==> src/rtl/blk_xfer_pkg.sv <==
// Package: shared types for the block transfer sequencer.
// Assumes: mode codes are fixed by the instruction encoding upstream.
package blk_xfer_pkg;

    // Stepping modes; the code values are decoded by the caller's encoder.
    typedef enum logic [1:0] {
        AM_INC_AFTER  = 2'd0,
        AM_INC_BEFORE = 2'd1,
        AM_DEC_AFTER  = 2'd2,
        AM_DEC_BEFORE = 2'd3
    } step_mode_e;

    // Sequencer phases.
    typedef enum logic [1:0] {
        PH_IDLE = 2'd0,
        PH_XFER = 2'd1,
        PH_DONE = 2'd2
    } phase_e;

endpackage

==> src/rtl/blk_xfer_addr.sv <==
// Module: blk_xfer_addr
// Counts the selected registers and derives the first access address and
// the final base value for the chosen stepping mode. Purely combinational.
// Assumes: WORD_BYTES is a power of two.
module blk_xfer_addr #(
    parameter int ADDR_W     = 32,
    parameter int NREG       = 16,
    parameter int WORD_BYTES = 4
) (
    input  logic [NREG-1:0]   list_i,
    input  logic [ADDR_W-1:0] base_i,
    input  logic [1:0]        mode_i,
    output logic [ADDR_W-1:0] first_addr_o,
    output logic [ADDR_W-1:0] wb_value_o,
    output logic              nonempty_o
);
    import blk_xfer_pkg::*;

    localparam int CNT_W   = $clog2(NREG + 1);
    localparam int STEP_SH = $clog2(WORD_BYTES);

    logic [CNT_W-1:0]  count;
    logic [ADDR_W-1:0] span;
    logic [ADDR_W-1:0] step;
    step_mode_e        mode;

    // Population count of the register mask.
    always_comb begin
        count = '0;
        for (int i = 0; i < NREG; i++) begin
            count = count + CNT_W'(list_i[i]);
        end
    end

    assign span       = ADDR_W'(count) << STEP_SH;
    assign step       = ADDR_W'(WORD_BYTES);
    assign mode       = step_mode_e'(mode_i);
    assign nonempty_o = |list_i;

    // Lowest address of the group, per stepping mode.
    always_comb begin
        unique case (mode)
            AM_INC_AFTER:  first_addr_o = base_i;
            AM_INC_BEFORE: first_addr_o = base_i + step;
            AM_DEC_AFTER:  first_addr_o = base_i - span + step;
            default:       first_addr_o = base_i - span;
        endcase
    end

    // Final base value: up for incrementing modes, down for decrementing.
    always_comb begin
        if (mode_i[1]) wb_value_o = base_i - span;
        else           wb_value_o = base_i + span;
    end

endmodule

==> src/rtl/blk_xfer_pick.sv <==
// Module: blk_xfer_pick
// Finds the lowest set bit of the remaining mask, returning its index, its
// one-hot form, and whether it is the last bit left.
// Assumes: the result is only used while the mask is non-zero.
module blk_xfer_pick #(
    parameter int NREG = 16
) (
    input  logic [NREG-1:0]         rem_i,
    output logic [$clog2(NREG)-1:0] idx_o,
    output logic [NREG-1:0]         onehot_o,
    output logic                    last_o
);
    localparam int IDX_W = $clog2(NREG);

    logic [NREG-1:0] lower_seen;

    // Prefix OR: bit i is set when any lower bit of the mask is set.
    genvar g;
    generate
        for (g = 0; g < NREG; g++) begin : g_prefix
            if (g == 0) begin : g_first
                assign lower_seen[g] = 1'b0;
            end else begin : g_rest
                assign lower_seen[g] = lower_seen[g-1] | rem_i[g-1];
            end
            assign onehot_o[g] = rem_i[g] & ~lower_seen[g];
        end
    endgenerate

    // Encode the one-hot selection into an index.
    always_comb begin
        idx_o = '0;
        for (int i = 0; i < NREG; i++) begin
            if (onehot_o[i]) idx_o = IDX_W'(i);
        end
    end

    assign last_o = ~|(rem_i & ~onehot_o);

endmodule

==> src/rtl/blk_xfer_seq.sv <==
// Module: blk_xfer_seq (top)
// Runs a multi-register load or store: one word access per selected
// register, in rising index order at rising addresses, then a one-cycle
// completion pulse with base update, loaded PC and status-restore request.
// Assumes: register file and memory are external; st_data_i follows
// reg_idx_o combinationally; no aborts.
module blk_xfer_seq #(
    parameter int ADDR_W     = 32,
    parameter int DATA_W     = 32,
    parameter int NREG       = 16,
    parameter int WORD_BYTES = 4
) (
    input  logic                    clk,
    input  logic                    rst_n,
    input  logic                    start_i,
    input  logic [NREG-1:0]         reglist_i,
    input  logic [ADDR_W-1:0]       base_i,
    input  logic [1:0]              mode_i,
    input  logic                    wb_en_i,
    input  logic                    load_i,
    input  logic                    priv_i,
    output logic                    busy_o,
    output logic                    mem_req_o,
    output logic                    mem_we_o,
    output logic [ADDR_W-1:0]       mem_addr_o,
    output logic [DATA_W-1:0]       mem_wdata_o,
    input  logic                    mem_ack_i,
    input  logic [DATA_W-1:0]       mem_rdata_i,
    output logic [$clog2(NREG)-1:0] reg_idx_o,
    output logic                    reg_user_o,
    input  logic [DATA_W-1:0]       st_data_i,
    output logic                    rd_we_o,
    output logic [DATA_W-1:0]       rd_data_o,
    output logic                    done_o,
    output logic                    wb_we_o,
    output logic [ADDR_W-1:0]       wb_value_o,
    output logic                    pc_we_o,
    output logic [DATA_W-1:0]       pc_value_o,
    output logic                    psr_restore_o
);
    import blk_xfer_pkg::*;

    localparam int                IDX_W  = $clog2(NREG);
    localparam logic [IDX_W-1:0]  PC_IDX = IDX_W'(NREG - 1);
    localparam logic [ADDR_W-1:0] STEP   = ADDR_W'(WORD_BYTES);

    phase_e            phase_q;
    logic [NREG-1:0]   rem_q;
    logic [ADDR_W-1:0] addr_q;
    logic [ADDR_W-1:0] wbval_q;
    logic [DATA_W-1:0] pc_q;
    logic              load_q;
    logic              wben_q;
    logic              user_q;
    logic              pcsel_q;
    logic              restore_q;
    logic              nonempty_q;

    logic [ADDR_W-1:0] first_addr;
    logic [ADDR_W-1:0] wb_calc;
    logic              nonempty;
    logic [IDX_W-1:0]  cur_idx;
    logic [NREG-1:0]   cur_onehot;
    logic              cur_last;
    logic              accept;
    logic              beat;

    blk_xfer_addr #(
        .ADDR_W    (ADDR_W),
        .NREG      (NREG),
        .WORD_BYTES(WORD_BYTES)
    ) u_addr (
        .list_i      (reglist_i),
        .base_i      (base_i),
        .mode_i      (mode_i),
        .first_addr_o(first_addr),
        .wb_value_o  (wb_calc),
        .nonempty_o  (nonempty)
    );

    blk_xfer_pick #(
        .NREG(NREG)
    ) u_pick (
        .rem_i   (rem_q),
        .idx_o   (cur_idx),
        .onehot_o(cur_onehot),
        .last_o  (cur_last)
    );

    assign accept = start_i && (phase_q == PH_IDLE);
    assign beat   = (phase_q == PH_XFER) && mem_ack_i;

    // Phase sequencing: idle -> transfer (or straight to done) -> idle.
    always_ff @(posedge clk) begin
        if (!rst_n) begin
            phase_q <= PH_IDLE;
        end else begin
            unique case (phase_q)
                PH_IDLE: if (accept) phase_q <= nonempty ? PH_XFER : PH_DONE;
                PH_XFER: if (mem_ack_i && cur_last) phase_q <= PH_DONE;
                default: phase_q <= PH_IDLE;
            endcase
        end
    end

    // Capture the command and precomputed addresses at start.
    always_ff @(posedge clk) begin
        if (!rst_n) begin
            wbval_q    <= '0;
            load_q     <= 1'b0;
            wben_q     <= 1'b0;
            user_q     <= 1'b0;
            pcsel_q    <= 1'b0;
            restore_q  <= 1'b0;
            nonempty_q <= 1'b0;
        end else if (accept) begin
            wbval_q    <= wb_calc;
            load_q     <= load_i;
            wben_q     <= wb_en_i;
            user_q     <= priv_i && (!load_i || !reglist_i[NREG-1]);
            pcsel_q    <= load_i && reglist_i[NREG-1];
            restore_q  <= load_i && priv_i && reglist_i[NREG-1];
            nonempty_q <= nonempty;
        end
    end

    // Remaining mask and running address, stepped on each acknowledge.
    always_ff @(posedge clk) begin
        if (!rst_n) begin
            rem_q  <= '0;
            addr_q <= '0;
        end else if (accept) begin
            rem_q  <= reglist_i;
            addr_q <= first_addr;
        end else if (beat) begin
            rem_q  <= rem_q & ~cur_onehot;
            addr_q <= addr_q + STEP;
        end
    end

    // Hold the word loaded for the program counter index.
    always_ff @(posedge clk) begin
        if (!rst_n) begin
            pc_q <= '0;
        end else if (beat && load_q && (cur_idx == PC_IDX)) begin
            pc_q <= mem_rdata_i;
        end
    end

    // Memory and register-file side of each access.
    always_comb begin
        mem_req_o   = (phase_q == PH_XFER);
        mem_we_o    = mem_req_o && !load_q;
        mem_addr_o  = addr_q;
        mem_wdata_o = st_data_i;
        reg_idx_o   = cur_idx;
        reg_user_o  = mem_req_o && user_q;
        rd_we_o     = beat && load_q && (cur_idx != PC_IDX);
        rd_data_o   = mem_rdata_i;
    end

    // Completion outputs, valid in the single done cycle.
    always_comb begin
        busy_o        = (phase_q != PH_IDLE);
        done_o        = (phase_q == PH_DONE);
        wb_we_o       = done_o && wben_q && nonempty_q;
        wb_value_o    = wbval_q;
        pc_we_o       = done_o && pcsel_q;
        pc_value_o    = pc_q;
        psr_restore_o = done_o && restore_q;
    end

endmodule

==> config.mk <==
export PLATFORM = sky130hd
export DESIGN_NAME = blk_xfer_seq
export DESIGN_NICKNAME = d
export VERILOG_FILES = /design/src/rtl/blk_xfer_pkg.sv /design/src/rtl/blk_xfer_addr.sv /design/src/rtl/blk_xfer_pick.sv /design/src/rtl/blk_xfer_seq.sv
export SDC_FILE = /design/constraint.sdc
export NUM_CORES = 1
export LEC_CHECK = 0
export CAP_MARGIN = 20
export CORE_ASPECT_RATIO = 0.5
export CORE_MARGIN = 2
export CORE_UTILIZATION = 35
export CTS_CLUSTER_SIZE = 12
export DETAILED_ROUTE_END_ITERATION = 8
export SYNTH_ARGS = -nofsm -noshare
export SYNTH_HDL_FRONTEND = slang
export SYNTH_SLANG_ARGS = --single-unit
export TNS_END_PERCENT = 10
==> constraint.sdc <==
create_clock -name clk -period 7.8 [get_ports clk]
set_input_delay 1.56 -clock clk [delete_from_list [all_inputs] [get_ports clk]]
set_output_delay 1.56 -clock clk [all_outputs]
set_load 0.02 [all_outputs]
==> impl_metrics.toml <==
[finish]
fin_area_sq_um = 14100
insertedDiodeCount = 0
num-nets-final = 1803
area_growth_pct = 40.4
drive_above_1_share = 0.160

[yosys]
synth-edff-count = 0
async_reset_ff_frac = 0
ys_warn_count = 0
synth_ff_type = "dfxtp_1"
syn_nets = 1554
synth_area_leaders = "dfxtp_1 (24%), nand2_1 (7.6%), buf_4 (4.9%), xnor2_1 (4.5%), o21ai_0 (4.4%)"
yosysMostFrequentCell = "nand2_1"
yosysTopAreaCell = "dfxtp_1"
synthCells = 1399
synth_area_sq_um = 10000
synth_cell_types = 78
ys_ff_latch = 120
synth_common_cells = "nand2_1 (203), dfxtp_1 (120), o21ai_0 (88)"
synth_seq_area_share = 0.239
yosys.area.top_type_share = 0.239
syn_avg_cell_area_sq_um = 7.17

[worst_setup_path]
path_common_cell = "fa_1"
startpoint_type = "input port"
critPathMaxStageDelay_ns = 0.59
cp.required_ns = 8.19
crit_path_top_delay_cell = "fa_2"
crit_fanout = 3
arrival_ns = 8.28
critPathCaptureType = "register"
critical_path_class = "input port to register"
worstPathCellList = "buf_8 > inv_4 > ha_4 > inv_2 > fa_1 > fa_1 > fa_1 > fa_1 > fa_2 > fa_2 > inv_4 > buf_4 > fa_2 > nor4_4 > nor3_2 > and3_4 > xnor2_2 > or4_4 > or2_4 > or4_4 > or4_4 > o41ai_2 > o211a_1"
cp_top_family = "adder cells"
worst-path-buf-inv = 5

[clock_tree]
h-tree-depth = 4
cts_tree = "built"
numCtsBuffers = 17
ctsRootBufferMaster = "clkbuf_16"
cts_buffer_depth = 2
clkTransAtPathRegs_ns = 0.07
clock_latency_ns = 0.44
numClockSinks = 120

[drt]
ant_nets = 0
routedWlPerCell_um = 19.6
wl_um = 40000
drt-vias-per-instance = 5.42
dr.pass1.iters = 5
routed-via-count = 11100
drt_iter0_markers = 977
drc = 0

[sta]
max_freq_ghz = 0.127
timing.hold.ws_ns = 0.461
layout_setup_ws_ns = -0.0842
rsz0062_at_grt = "yes"
period_minus_slack_ns = 7.88
finalSetupViolCount = 2
max_slew_margin = 0.300
period_share = 1.01
skew_ns = 0.0112
finalHoldViolCount = 0
tightest_slew_ns = 1.05
drv_slew = 0

[power]
power.leakage_uw = 0.00527
p_per_area_nw_per_um2 = 237
p_total_uw = 3340
ir_drop_uv = 177

[run_status]
violations = "setup timing"
status = "finished, violations left"

[placed_design]
hpwl_um = 30600
placed_area_sq_um = 13200
port_buffers = 229
place_congestion = 0.924

[floorplanning]
row_count = 43
die_height_um = 124
start_util = 0.359
core_area_sq_um = 27900
die_w_um = 243
die-area_sq_um = 30100
io-pin-count = 294

[global_route]
grt_max_degree = 85
grt.total_usage = 0.261
grt_overflow_total = 0
grt_pass1_wl_um = 60300
grt_pass1_vias = 10000
antenna_found_initial = 0

[min_path]
hp-class = "register to register"

[job]
maxCapViolCount = 0
registers in the layout, indices dropped and copies added (netlist names):
register and count:
pcsel_q 1, pc_value_o 32, user_q 1, restore_q 1, wben_q 1, mem_addr_o 32, wb_value_o 32, load_q 1
phase_q 2, rem_q 16, nonempty_q 1
metal layers:
layer	routed length, um	vias to the layer above	track usage
li1	-	5335	-
met1	19600	5313	0.381
met4	566	0	0.0587
met2	17300	381	0.401
met3	2590	43	0.0435
met5	0	-	0
path summary, 6_finish.rpt:
check / startpoint / to / slack, ns / cells after the start
setup reg to reg: rem_q[0] / pc_value_o[5] / 4.53 / 9
setup / recovery: reglist_i[1] / mem_addr_o[31] / -0.08 / 23
hold / removal: pc_value_o[27] / pc_value_o[27] / 0.46 / 2
hold reg to reg: pc_value_o[27] / pc_value_o[27] / 0.46 / 2
where the power goes:
group | leakage [uW] | switching (uW) | internal (uW)
logic | 0.00399 | 902 | 847
clock network | 0.000303 | 334 | 545
registers | 0.000982 | 50.0 | 662
total | 0.00527 | 1290 | 2050
worst min-delay path: stages, from the launching register on:
cell and delay [ns]:
dfxtp_1 0.30, nand2_1 0.05, a21boi_0 0.06
per-stage QoR:
stage	std cells	setup TNS, ns	util	setup WS (ns)
4_1_cts	2036	-0.0979	0.499	-0.0979
5_1_grt	2042	-0.762	0.505	-0.249
2_1_floorplan	1399	-0.239	-	-0.239
3_3_place_gp	2000	-13.76	0.471	-0.838
3_5_place_dp	2000	-18.04	0.471	-0.968
6_report	2042	-0.157	0.505	-0.0842
cell families (layout without fill, tap and decap cells):
family                   after synthesis  in the layout  synth area share
multiplexers                           5              5           0.00499
buffers and inverters                216            477             0.107
adder cells (fa/ha/maj)               37             37            0.0544
flip-flops                           120            120             0.239
AND/OR/NAND/NOR                      584            584             0.292
AO/OA/AOI/OAI                        343            343             0.220
XOR/XNOR                              94             94            0.0828
placed cells by master (no fill, tap or decap), types with 6 or more instances in the layout:
cell | Yosys | routed
nand2_1 | 203 | 202
nor2b_1 | 27 | 25
o21ai_0 | 88 | 87
fa_1 | 12 | 9
dfxtp_1 | 120 | 120
a21oi_1 | 83 | 82
nand2b_1 | 6 | 6
xnor2_1 | 51 | 49
nand4_1 | 26 | 26
a31oi_1 | 14 | 13
a21boi_0 | 46 | 45
o211ai_1 | 14 | 14
xor2_1 | 42 | 42
buf_4 | 65 | 161
and3_1 | 22 | 22
nor2_1 | 79 | 78
or3_1 | 20 | 19
clkbuf_16 | 0 | 17
ha_1 | 22 | 18
and4_1 | 6 | 6
o211a_1 | 7 | 7
inv_1 | 51 | 44
nor4_1 | 19 | 17
nand3_1 | 46 | 45
nor3b_1 | 6 | 6
nor3_1 | 52 | 48
clkdlybuf4s50_1 | 0 | 221
a22oi_1 | 19 | 18
and2_1 | 37 | 35
timing repair:
action	4_1_cts	5_1_grt
hold buffers	0	0
pin swaps	18	22
resized for setup	38	23
setup endpoints to repair	20	11
cloned	0	0
setup buffers	5	5
area by class of cell:
type	instances	area (sq um)
clock buffer	18	439
sequential	120	2400
multi-input combinational	1063	6800
tap	382	478
clock inverter	13	193
inverter	52	203
timing repair buffer	394	3570
fill	2713	13800
(Power assumes the default switching activity.)
